--- src/rtl/argmax_pkg.sv ---
package argmax_pkg;
  localparam int DEF_VAL_W  = 8;
  localparam int DEF_LEVELS = 4;

  function automatic int chan_count(input int levels);
    return 1 << levels;
  endfunction
endpackage

--- src/rtl/argmax_node.sv ---
module argmax_node #(
  parameter int VAL_W = 8,
  parameter int IDX_W = 4,
  parameter int BIT   = 0
) (
  input  logic             clk,
  input  logic [VAL_W-1:0] a_val,
  input  logic [IDX_W-1:0] a_idx,
  input  logic [VAL_W-1:0] b_val,
  input  logic [IDX_W-1:0] b_idx,
  output logic [VAL_W-1:0] q_val,
  output logic [IDX_W-1:0] q_idx
);
  logic             b_wins;
  logic [IDX_W-1:0] win_idx;

  // strict greater-than: on equality operand A (lower channel) is kept
  assign b_wins  = (b_val > a_val);
  assign win_idx = b_wins ? b_idx : a_idx;

  always_ff @(posedge clk) begin
    q_val <= b_wins ? b_val : a_val;
    q_idx <= win_idx | (IDX_W'(b_wins) << BIT);
  end
endmodule

--- src/rtl/argmax_level.sv ---
module argmax_level #(
  parameter int VAL_W = 8,
  parameter int IDX_W = 4,
  parameter int LVL   = 0,
  parameter int N_OUT = 8
) (
  input  logic                     clk,
  input  logic [2*N_OUT*VAL_W-1:0] in_val,
  input  logic [2*N_OUT*IDX_W-1:0] in_idx,
  output logic [N_OUT*VAL_W-1:0]   out_val,
  output logic [N_OUT*IDX_W-1:0]   out_idx
);
  for (genvar j = 0; j < N_OUT; j++) begin : g_node
    argmax_node #(.VAL_W(VAL_W), .IDX_W(IDX_W), .BIT(LVL)) u_node (
      .clk   (clk),
      .a_val (in_val[(2*j)*VAL_W +: VAL_W]),
      .a_idx (in_idx[(2*j)*IDX_W +: IDX_W]),
      .b_val (in_val[(2*j+1)*VAL_W +: VAL_W]),
      .b_idx (in_idx[(2*j+1)*IDX_W +: IDX_W]),
      .q_val (out_val[j*VAL_W +: VAL_W]),
      .q_idx (out_idx[j*IDX_W +: IDX_W])
    );
  end
endmodule

--- src/rtl/argmax_vpipe.sv ---
module argmax_vpipe #(
  parameter int DEPTH = 4
) (
  input  logic clk,
  input  logic rst,
  input  logic d,
  output logic q
);
  logic [DEPTH-1:0] stage;

  always_ff @(posedge clk) begin
    if (rst) begin
      stage <= '0;
    end else begin
      stage[0] <= d;
      for (int i = 1; i < DEPTH; i++) stage[i] <= stage[i-1];
    end
  end

  assign q = stage[DEPTH-1];
endmodule

--- src/rtl/argmax_tree.sv ---
module argmax_tree
  import argmax_pkg::*;
#(
  parameter int VAL_W  = DEF_VAL_W,
  parameter int LEVELS = DEF_LEVELS
) (
  input  logic                                  clk,
  input  logic                                  rst,
  input  logic                                  in_valid,
  input  logic [chan_count(LEVELS)*VAL_W-1:0]   in_vals,
  output logic                                  out_valid,
  output logic [VAL_W-1:0]                      out_max,
  output logic [LEVELS-1:0]                     out_idx
);
  localparam int N = chan_count(LEVELS);

  for (genvar l = 0; l < LEVELS; l++) begin : g_lvl
    localparam int NI = N >> l;
    localparam int NO = NI / 2;
    logic [NI*VAL_W-1:0]  i_val;
    logic [NI*LEVELS-1:0] i_idx;
    logic [NO*VAL_W-1:0]  o_val;
    logic [NO*LEVELS-1:0] o_idx;

    if (l == 0) begin : g_src
      assign i_val = in_vals;
      assign i_idx = '0;
    end else begin : g_src
      assign i_val = g_lvl[l-1].o_val;
      assign i_idx = g_lvl[l-1].o_idx;
    end

    argmax_level #(.VAL_W(VAL_W), .IDX_W(LEVELS), .LVL(l), .N_OUT(NO)) u_level (
      .clk     (clk),
      .in_val  (i_val),
      .in_idx  (i_idx),
      .out_val (o_val),
      .out_idx (o_idx)
    );
  end

  argmax_vpipe #(.DEPTH(LEVELS)) u_vpipe (
    .clk (clk),
    .rst (rst),
    .d   (in_valid),
    .q   (out_valid)
  );

  assign out_max = g_lvl[LEVELS-1].o_val;
  assign out_idx = g_lvl[LEVELS-1].o_idx;
endmodule

--- config.mk ---
export PLATFORM = sky130hd
export DESIGN_NAME = argmax_tree
export DESIGN_NICKNAME = d
export VERILOG_FILES = /design/src/rtl/argmax_pkg.sv /design/src/rtl/argmax_node.sv /design/src/rtl/argmax_level.sv /design/src/rtl/argmax_vpipe.sv /design/src/rtl/argmax_tree.sv
export SDC_FILE = /design/constraint.sdc
export NUM_CORES = 1
export LEC_CHECK = 0
export BUFFER_PORTS_ARGS = -buffer_cell sky130_fd_sc_hd__buf_2
export CORE_ASPECT_RATIO = 0.75
export CORE_UTILIZATION = 53
export CTS_CLUSTER_SIZE = 14
export DETAILED_ROUTE_END_ITERATION = 7
export GPL_TIMING_DRIVEN = 0
export PLACE_DENSITY_LB_ADDON = 0.15
export SLEW_MARGIN = 20
export SYNTH_ARGS = -nofsm -noshare
export SYNTH_HDL_FRONTEND = slang
export SYNTH_SLANG_ARGS = --single-unit
--- constraint.sdc ---
create_clock -name clk -period 1.95 [get_ports clk]
set_input_delay 0.0975 -clock clk [delete_from_list [all_inputs] [get_ports clk]]
set_output_delay 0.0975 -clock clk [all_outputs]
set_load 0.1 [all_outputs]
Yosys cells after proc, flatten, opt, wreduce, memory -nomap -nowiden. Cells that the tools add are included.

$lt $le $gt $ge: 15. Bitwise logic cells: 7. Muxes and demuxes: 22.

Operators with widths (count): 8-bit greater-than comparator (15); 8-bit 2-to-1 mux (15); 4-bit 2-to-1 mux (3); 1-bit by 2-bit bitwise OR with 2-bit output (4); 4-bit by 3-bit bitwise OR with 4-bit output (2); 1-bit 2-to-1 mux (4); 4-bit bitwise OR (1).

Bits of input ports: 131. Register bits: 160. Output and inout bits: 13. Logic and storage cells: 75.

Longest topological paths before layout. Gate-level depths: netlist (run 1).

Depth after elaboration: 3. Gate-level depth with buffers: 8. Mapped depth without buffers: 7.

Modules after synthesis. From an unflattened synthesis (run 1), not the netlist that was laid out.

Cell total of the unflattened synthesis: 1434. Area total of the unflattened synthesis: 12157.9 um2.

By module, submodules not included: argmax_node (area each 803.3 um2, sequential area each 240.2 um2, cells each 95, times used 15); argmax_vpipe (area each 105.1 um2, sequential area each 80.1 um2, cells each 8, times used 1); argmax_tree (area each 3.8 um2, sequential area each 0.0 um2, cells each 1, times used 1).

Worst setup path after synthesis (run 1). Ideal clock, no wire load.

Kind: register to register. Start: reg g_lvl[0].u_level.g_node[0].u_node.q_val[1]. End: reg g_lvl[1].u_level.g_node[0].u_node.q_idx[0]. Buffers on the path: 1. Arrival: 1846 ps. Data required time: 1831 ps. Stages on the path, launching flop included: 9. Clock period less this slack: 1965 ps. Setup time: 119 ps. Slack: -15 ps. Cell sequence: dfxtp_1 inv_1 ha_1 nor2b_4 o31ai_4 nand2_2 a211o_1 buf_6 o221a_1.

Cells in the longest elaborated chain, start to end: 3.

RTL lines: start, declared (RTL line argmax_node.sv:11) `output logic [VAL_W-1:0] q_val,`; start signal, assigned (RTL line argmax_node.sv:22) `q_val <= b_wins ? b_val : a_val;`; 8-bit greater-than comparator (RTL line argmax_node.sv:18) `assign b_wins = (b_val > a_val);`; 1-bit 2-to-1 mux (RTL line argmax_node.sv:19) `assign win_idx = b_wins ? b_idx : a_idx;`; net g_lvl[1].u_level.g_node[0].u_node.win_idx[0] (RTL line argmax_node.sv:15) `logic [IDX_W-1:0] win_idx;`; 1-bit by 2-bit bitwise OR with 2-bit output (RTL line argmax_node.sv:23) `q_idx <= win_idx | (IDX_W'(b_wins) << BIT);`; end signal, assigned (RTL line argmax_node.sv:23); end, declared (RTL line argmax_node.sv:12) `output logic [IDX_W-1:0] q_idx`.

The timed path passes the listed nets, and every way through them passes these cells. A chain may end at the register's enable or synchronous reset.

Final worst setup path (run 1).
Start: reg g_lvl[1].u_level.g_node[0].u_node.q_val[1]. End: reg g_lvl[2].u_level.g_node[0].u_node.q_val[2].

Cells in the longest elaborated chain, start to end: 2.

RTL lines (RTL line): start, declared (argmax_node.sv:11); start signal, assigned (argmax_node.sv:22); 8-bit greater-than comparator (argmax_node.sv:18); 8-bit 2-to-1 mux (argmax_node.sv:22); end signal, assigned (argmax_node.sv:22); end, declared (argmax_node.sv:11).

Every way passes these cells.

==> results.tsv, run 1 <==
metric	value	unit
outcome	finished with violations	
violations	setup timing	
max_freq	499	MHz
cp-endpoint	g_lvl[2].u_level.g_node[0].u_node.q_val[2]$_DFF_P_	
clk_latency	420	ps
hold_violations	0	
final_cell_mix	buf_2, dfxtp_1, nor2_1	
fin_hold_ws	15.9	ps
clock-root-buffer	clkbuf_16	
period_minus_slack	2010	ps
syn-num-nets	1336	
drt_iter0_drc	785	
synth_top_family_by_area	compound AO/OA/AOI/OAI gates	
peakVddDrop	1.08	mV
slew_viol_final	0	
cp.required	2240	ps
drc_errors	0	
port-buffer-count	143	
setup_ws	-55.5	ps
leakagePower	5.66	nW
grt_max_degree	17	
worstPathMaxFanout	5	
chipHeight	119	µm
clock-skew-final	7.30	ps
synthAdderAreaFrac	15.6	%
syn_to_final_growth	31.7	%
routed_wl	25700	µm
first_pass_iters	5	
critical_path_class	reg2reg	
startpoint	g_lvl[1].u_level.g_node[0].u_node.q_val[1]$_DFF_P_	
tightest_slew	640	ps
path_clk_slew	60	ps
antenna_found_initial	0	
place.gp.congestion	0.882	
synth-simple-area-share	11.8	%
rr_endpoint	g_lvl[2].u_level.g_node[0].u_node.q_val[2]$_DFF_P_	
yosysSeqAreaShare	31.1	%
cellPowerDensity	1250	mW/mm²
max_cap_violations	0	
initial_utilization	54.5	%
period_share	103	%
hold_class	in2reg	
ios	144	
drive_above_1_share	22.0	%
synth_compound_area_share	31.4	%
cts_tree	yes	
overflow	0	
dp_slack	-234	ps
grt_pass1_wl	41900	µm
rr_worst_depth	8	
muxShareOfSynthArea	2.80	%
synth-xor-area-share	0	%
layout_commonest_cell	buf_2	
cp-end-kind	register	
clockBufferDepth	2	
ys_seq_elements	150	
rsz0062_at_grt	true	
vias_per_cell	5.88	
worst_ep_arrival_time	2290	ps
rows	42	
grt_pass1_vias	8797	
cp-start-kind	register	
setup_viol	6	
final_nets	1602	
antenna_cells	0	
syn_inst	1085	
wl_per_cell	16.0	µm
yosysWarnings	0	
fillers	1371	
die_x	158	µm
numCtsBuffers	17	
htree_num_levels	4	
clock_sinks	150	
ys_types	39	
drtAntennaViolNets	0	
ff2ff_setup_slack	-60	ps
vias	9442	
rr_startpoint	g_lvl[1].u_level.g_node[0].u_node.q_val[1]$_DFF_P_	
syn_area_per_cell	8.89	µm²
synth_area	0.00965	mm²
track_usage	27.6	%
die_area	0.0188	mm²
core-area	0.0177	mm²
dp_hpwl	16900	µm
slew_headroom	57.1	%
[worst max-delay path, stage by stage (launching register included)]
cell and delay, ps:
dfxtp_2 350, inv_2 40, ha_4 200, nor2b_4 130, o31ai_4 250, nand2_1 100, a211o_1 360, buf_6 160
o221a_1 280
[worst min path at each step]
stage | from | endpoint | depth (start not counted)
global route | in_vals[66] | g_lvl[0].u_level.g_node[4].u_node.q_val[2]$_DFF_P_ | 2
detailed placement | rst | u_vpipe.stage[1]$_SDFF_PP0_ | 2
global placement | rst | u_vpipe.stage[3]$_SDFF_PP0_ | 2
floorplan | rst | u_vpipe.stage[0]$_SDFF_PP0_ | 1
CTS | in_vals[87] | g_lvl[0].u_level.g_node[5].u_node.q_val[7]$_DFF_P_ | 3
finish | in_vals[66] | g_lvl[0].u_level.g_node[4].u_node.q_val[2]$_DFF_P_ | 2
[where the power goes]
| part | total, mW | switching (mW) | internal [mW] |
|---|---|---|---|
| clock | 3.23 | 1.25 | 1.99 |
| combinational | 7.87 | 4.45 | 3.42 |
| sequential | 4.77 | 0.766 | 4.00 |
[synthesized netlist by cell type]
master,count,share of area (%)
dfxtp_1,150,31
nor2_1,128,5.0
inv_1,126,4.9
ha_1,120,16
o21ai_1,95,4.9
a211oi_1,85,6.6
o221a_1,83,9.7
clkbuf_1,29,1.1
mux2_1,24,2.8
a21oi_1,23,1.2
a221oi_1,23,2.1
nand2_1,22,0.86
and4_1,19,1.7
nand4_1,19,1.2
o22ai_1,16,1.0
nor2b_1,12,0.78
o21a_1,10,0.78
o21ai_0,10,0.52
inv_2,9,0.35
a211o_1,8,0.73
a22o_1,8,0.73
and2_1,8,0.52
o22a_1,8,0.73
or3_1,8,0.52
buf_2,6,0.31
buf_6,5,0.58
nor2b_4,5,0.71
o31ai_4,5,1.1
nand2_2,4,0.26
o211ai_1,3,0.23
o22ai_2,3,0.39
o31ai_1,3,0.23
nand2b_1,2,0.13
a21bo_1,1,0.10
a21o_1,1,0.078
a21oi_2,1,0.091
nand3b_1,1,0.078
nor3_1,1,0.052
o31ai_2,1,0.13
[stage by stage]
step	utilization, %	total power, mW	setup TNS [ps]	instance area [µm²]	cells
5_1_grt	71.7	16.9	-1530	12700	1606
4_1_cts	70.0	15.1	0	12400	1600
3_3_place_gp	60.5	11.1	-11540	10700	1470
3_5_place_dp	60.5	11.2	-11930	10700	1470
6_report	71.7	15.9	-208	12700	1606
2_1_floorplan	-	9.58	0	9700	1085
[metal layers]
layer | GRT usage, % | routed length [µm] | up-vias
met5 | 0 | 0 | -
met4 | 5.64 | 187 | 0
met3 | 5.35 | 1600 | 21
met2 | 42.2 | 11500 | 328
met1 | 39.9 | 12400 | 4447
li1 | - | - | 4646
[what timing repair did]
action | CTS | global route
hold buffers | 92 | 0
gates resized for setup | 33 | 70
hold endpoints to repair | 55 | 0
gates cloned | 2 | 2
endpoints found under the setup margin | 73 | 90
pin swaps | 15 | 22
buffers inserted | 8 | 6
[logic make-up (layout without fill, tap and decap cells)]
logic type / Yosys count / count (layout)
flops: 150 / 150
mux: 24 / 24
buf+inv: 175 / 453
fa+ha+maj: 120 / 120
simple gates: 229 / 229
compound gates: 387 / 388
[cell type report]
cell class | count | area [µm²] | share of cell area [%]
flip-flops and latches | 150 | 3020 | 23.8
inverters | 135 | 507 | 3.99
clock inverters | 11 | 123 | 0.965
clock buffers | 21 | 470 | 3.70
multi-input cells | 761 | 6290 | 49.5
repair buffers | 252 | 1770 | 13.9
well taps | 242 | 303 | 2.38
plain buffers | 34 | 213 | 1.67
[flip-flops by register name, indices dropped and copies added, names as in the netlist]
register	count
g_lvl.u_level.g_node.u_node.q_idx	26
u_vpipe.stage	4
g_lvl.u_level.g_node.u_node.q_val	120
Note: power is estimated with default switching activity, not from simulation.
==> run 2, diff against run 1 <==
CTS_BUF_LIST = sky130_fd_sc_hd__clkbuf_16   (was unset)
==> run 2 against run 1 <==
  * The run still ends with setup timing left
  * Global-route usage barely moved
  * Clock power decreased by 4%
  * Core utilization shrank 0.29 points
  * Sequential power about the same
  * Clock skew increased by 1.5 ps
  * Via count shrank 0.32%
  * Register-to-register slack is essentially flat
  * Cell count grew 0.12%
  * Worst hold slack about the same
  * Critical path type unchanged
  * Highest routed layer unchanged
==> results.tsv, run 2 (synthesis gave the netlist of run 1 again) <==
metric	value	unit	change
initial_utilization	54.5	%	unchanged
clock_sinks	150		unchanged
rsz0062_at_grt	true		
antenna_cells	0		unchanged
rr_endpoint	g_lvl[2].u_level.g_node[0].u_node.q_val[2]$_DFF_P_		
antenna_found_initial	0		unchanged
max_cap_violations	0		unchanged
max_stage_delay	360	ps	about the same
instances_no_fill	1608		+0.12%
ff2ff_setup_slack	-50	ps	about the same
finalPower	15.7	mW	-1.3%
max_freq	501	MHz	+0.47%
hold_violations	0		unchanged
fin_area	0.0126	mm²	-0.40%
clockBufferDepth	2		unchanged
cellPowerDensity	1240	mW/mm²	-0.90%
grt_pass1_vias	8796		-0.011%
path_delay_family	compound AO/OA/AOI/OAI gates		
grt_pass1_wl	41900	µm	about the same
clk_latency	420	ps	about the same
period_share	102	%	-0.48 points
dp_hpwl	16900	µm	unchanged
vias_per_cell	5.85		-0.44%
final_util	71.4	%	-0.29 points
drtAntennaViolNets	0		unchanged
path_cells	inv_2 -> ha_4 -> nor2b_4 -> o31ai_4 -> nand2_1 -> a211o_1 -> buf_6 -> o221a_1		
leakagePower	5.65	nW	-0.18%
die_x	158	µm	unchanged
setup_viol	5		-1
worst_ep_arrival_time	2280	ps	about the same
fin_hold_ws	15.7	ps	-0.161 ps
chipHeight	119	µm	unchanged
htree_num_levels	4		unchanged
numCtsBuffers	17		unchanged
overflow	0		unchanged
crit_slowest_cell	a211o_1		
crit_buf_inv	2		unchanged
track_usage	27.6	%	about the same
port-buffer-count	143		unchanged
grt_max_degree	17		unchanged
slew_viol_final	0		unchanged
clock-root-buffer	clkbuf_16		
drc_errors	0		unchanged
critical_path_class	reg2reg		
setup_tns	-158	ps	+50.4 ps
core-area	0.0177	mm²	unchanged
layout_commonest_cell	buf_2		
tightest_slew	647	ps	+7.24 ps
final_cell_mix	buf_2, dfxtp_1, nor2_1		
peakVddDrop	1.08	mV	about the same
dp_cells	1470		unchanged
first_pass_iters	7		+2
drt_iter0_drc	861		+9.7%
hold-path-endpoint	g_lvl[0].u_level.g_node[5].u_node.q_val[7]$_DFF_P_		
path_clk_slew	60	ps	about the same
rr_startpoint	g_lvl[1].u_level.g_node[0].u_node.q_val[1]$_DFF_P_		
vias	9412		-0.32%
cp.required	2230	ps	about the same
reg.largest.list	g_lvl.u_level.g_node.u_node.q_val x120, g_lvl.u_level.g_node.u_node.q_idx x26, u_vpipe.stage x4		
rr_worst_depth	8		unchanged
rows	42		unchanged
syn_to_final_growth	31.1	%	
place.gp.congestion	0.882		unchanged
outcome	finished with violations		
wl_per_cell	15.8	µm	-0.97%
routed_wl	25500	µm	-0.85%
hold_path.startpoint	in_vals[87]		
slew_headroom	56.6	%	-0.49 points
dp_slack	-234	ps	unchanged
clock-skew-final	8.75	ps	+1.45 ps
detailed_place.area	0.0107	mm²	unchanged
cp-end-kind	register		
min_path_cells	3		+1
setup_ws	-46.2	ps	+9.29 ps
largest_reg_flops	120		unchanged
hold_class	in2reg		
die_area	0.0188	mm²	unchanged
period_minus_slack	2000	ps	-9.29 ps
cts_tree	yes		
worstPathMaxFanout	5		unchanged
regMostFlops	g_lvl.u_level.g_node.u_node.q_val		
cp-start-kind	register		
final_nets	1604		+0.12%
drive_above_1_share	21.4	%	-0.54 points
violations	setup timing		
ios	144		unchanged
==> run 2: changes by cell type in the layout (fill, tap and decap cells not counted) <==
cell,change
a21oi_2,-1
clkbuf_8,-3
inv_1,+1
a211oi_2,-4
buf_4,+3
a21oi_1,+1
o22ai_2,-1
clkinv_1,+3
buf_6,-1
a211oi_1,+4
==> run 2: repair_timing <==
item	4_1_cts	5_1_grt
hold endpoints to repair	55	0
gates resized for setup	33	62
gates cloned	2	1
pin swaps	15	23
buffers inserted	8	8
hold buffers	92	0
setup endpoints to repair	73	92
==> run 2: how the worst max path moves through the flow <==
stage / startpoint / endpoint / depth (start not counted)
floorplan: g_lvl[2].u_level.g_node[0].u_node.q_val[1]$_DFF_P_ / g_lvl[3].u_level.g_node[0].u_node.q_idx[0]$_DFF_P_ / 8
finish: g_lvl[1].u_level.g_node[0].u_node.q_val[1]$_DFF_P_ / g_lvl[2].u_level.g_node[0].u_node.q_val[2]$_DFF_P_ / 8
global route: g_lvl[1].u_level.g_node[0].u_node.q_val[1]$_DFF_P_ / g_lvl[2].u_level.g_node[0].u_node.q_val[3]$_DFF_P_ / 8
CTS: g_lvl[1].u_level.g_node[2].u_node.q_val[1]$_DFF_P_ / g_lvl[2].u_level.g_node[1].u_node.q_idx[1]$_DFF_P_ / 8
detailed placement: g_lvl[0].u_level.g_node[2].u_node.q_val[7]$_DFF_P_ / g_lvl[1].u_level.g_node[1].u_node.q_val[0]$_DFF_P_ / 7
global placement: g_lvl[0].u_level.g_node[6].u_node.q_val[5]$_DFF_P_ / g_lvl[1].u_level.g_node[3].u_node.q_val[1]$_DFF_P_ / 7
==> run 2: tightest hold or removal path, stage by stage <==
cell      delay (ps)
buf_2             90
inv_1             80
a221oi_1         100
==> run 2: report_power, final <==
| group | switching (mW) | internal (mW) |
|---|---|---|
| Clock | 1.24 | 1.86 |
| Sequential | 0.750 | 4.00 |
| Combinational | 4.42 | 3.39 |
==> run 2: routing by layer <==
layer	share of wire, %	vias to the layer above	track usage (%)
li1	-	4642	-
met1	49	4411	39.9
met2	44	343	42.2
met3	6.1	16	5.35
met4	0.64	0	5.64
met5	0	-	0
==> run 2: area by class of cell <==
class	count	area, µm²
Multi-Input combinational cell	760	6250
Buffer	35	216
Clock inverter	15	138
Sequential cell	150	3020
Fill cell	1376	5060
Inverter	135	507
Timing Repair Buffer	254	1780
Tap cell	242	303
Clock buffer	17	425
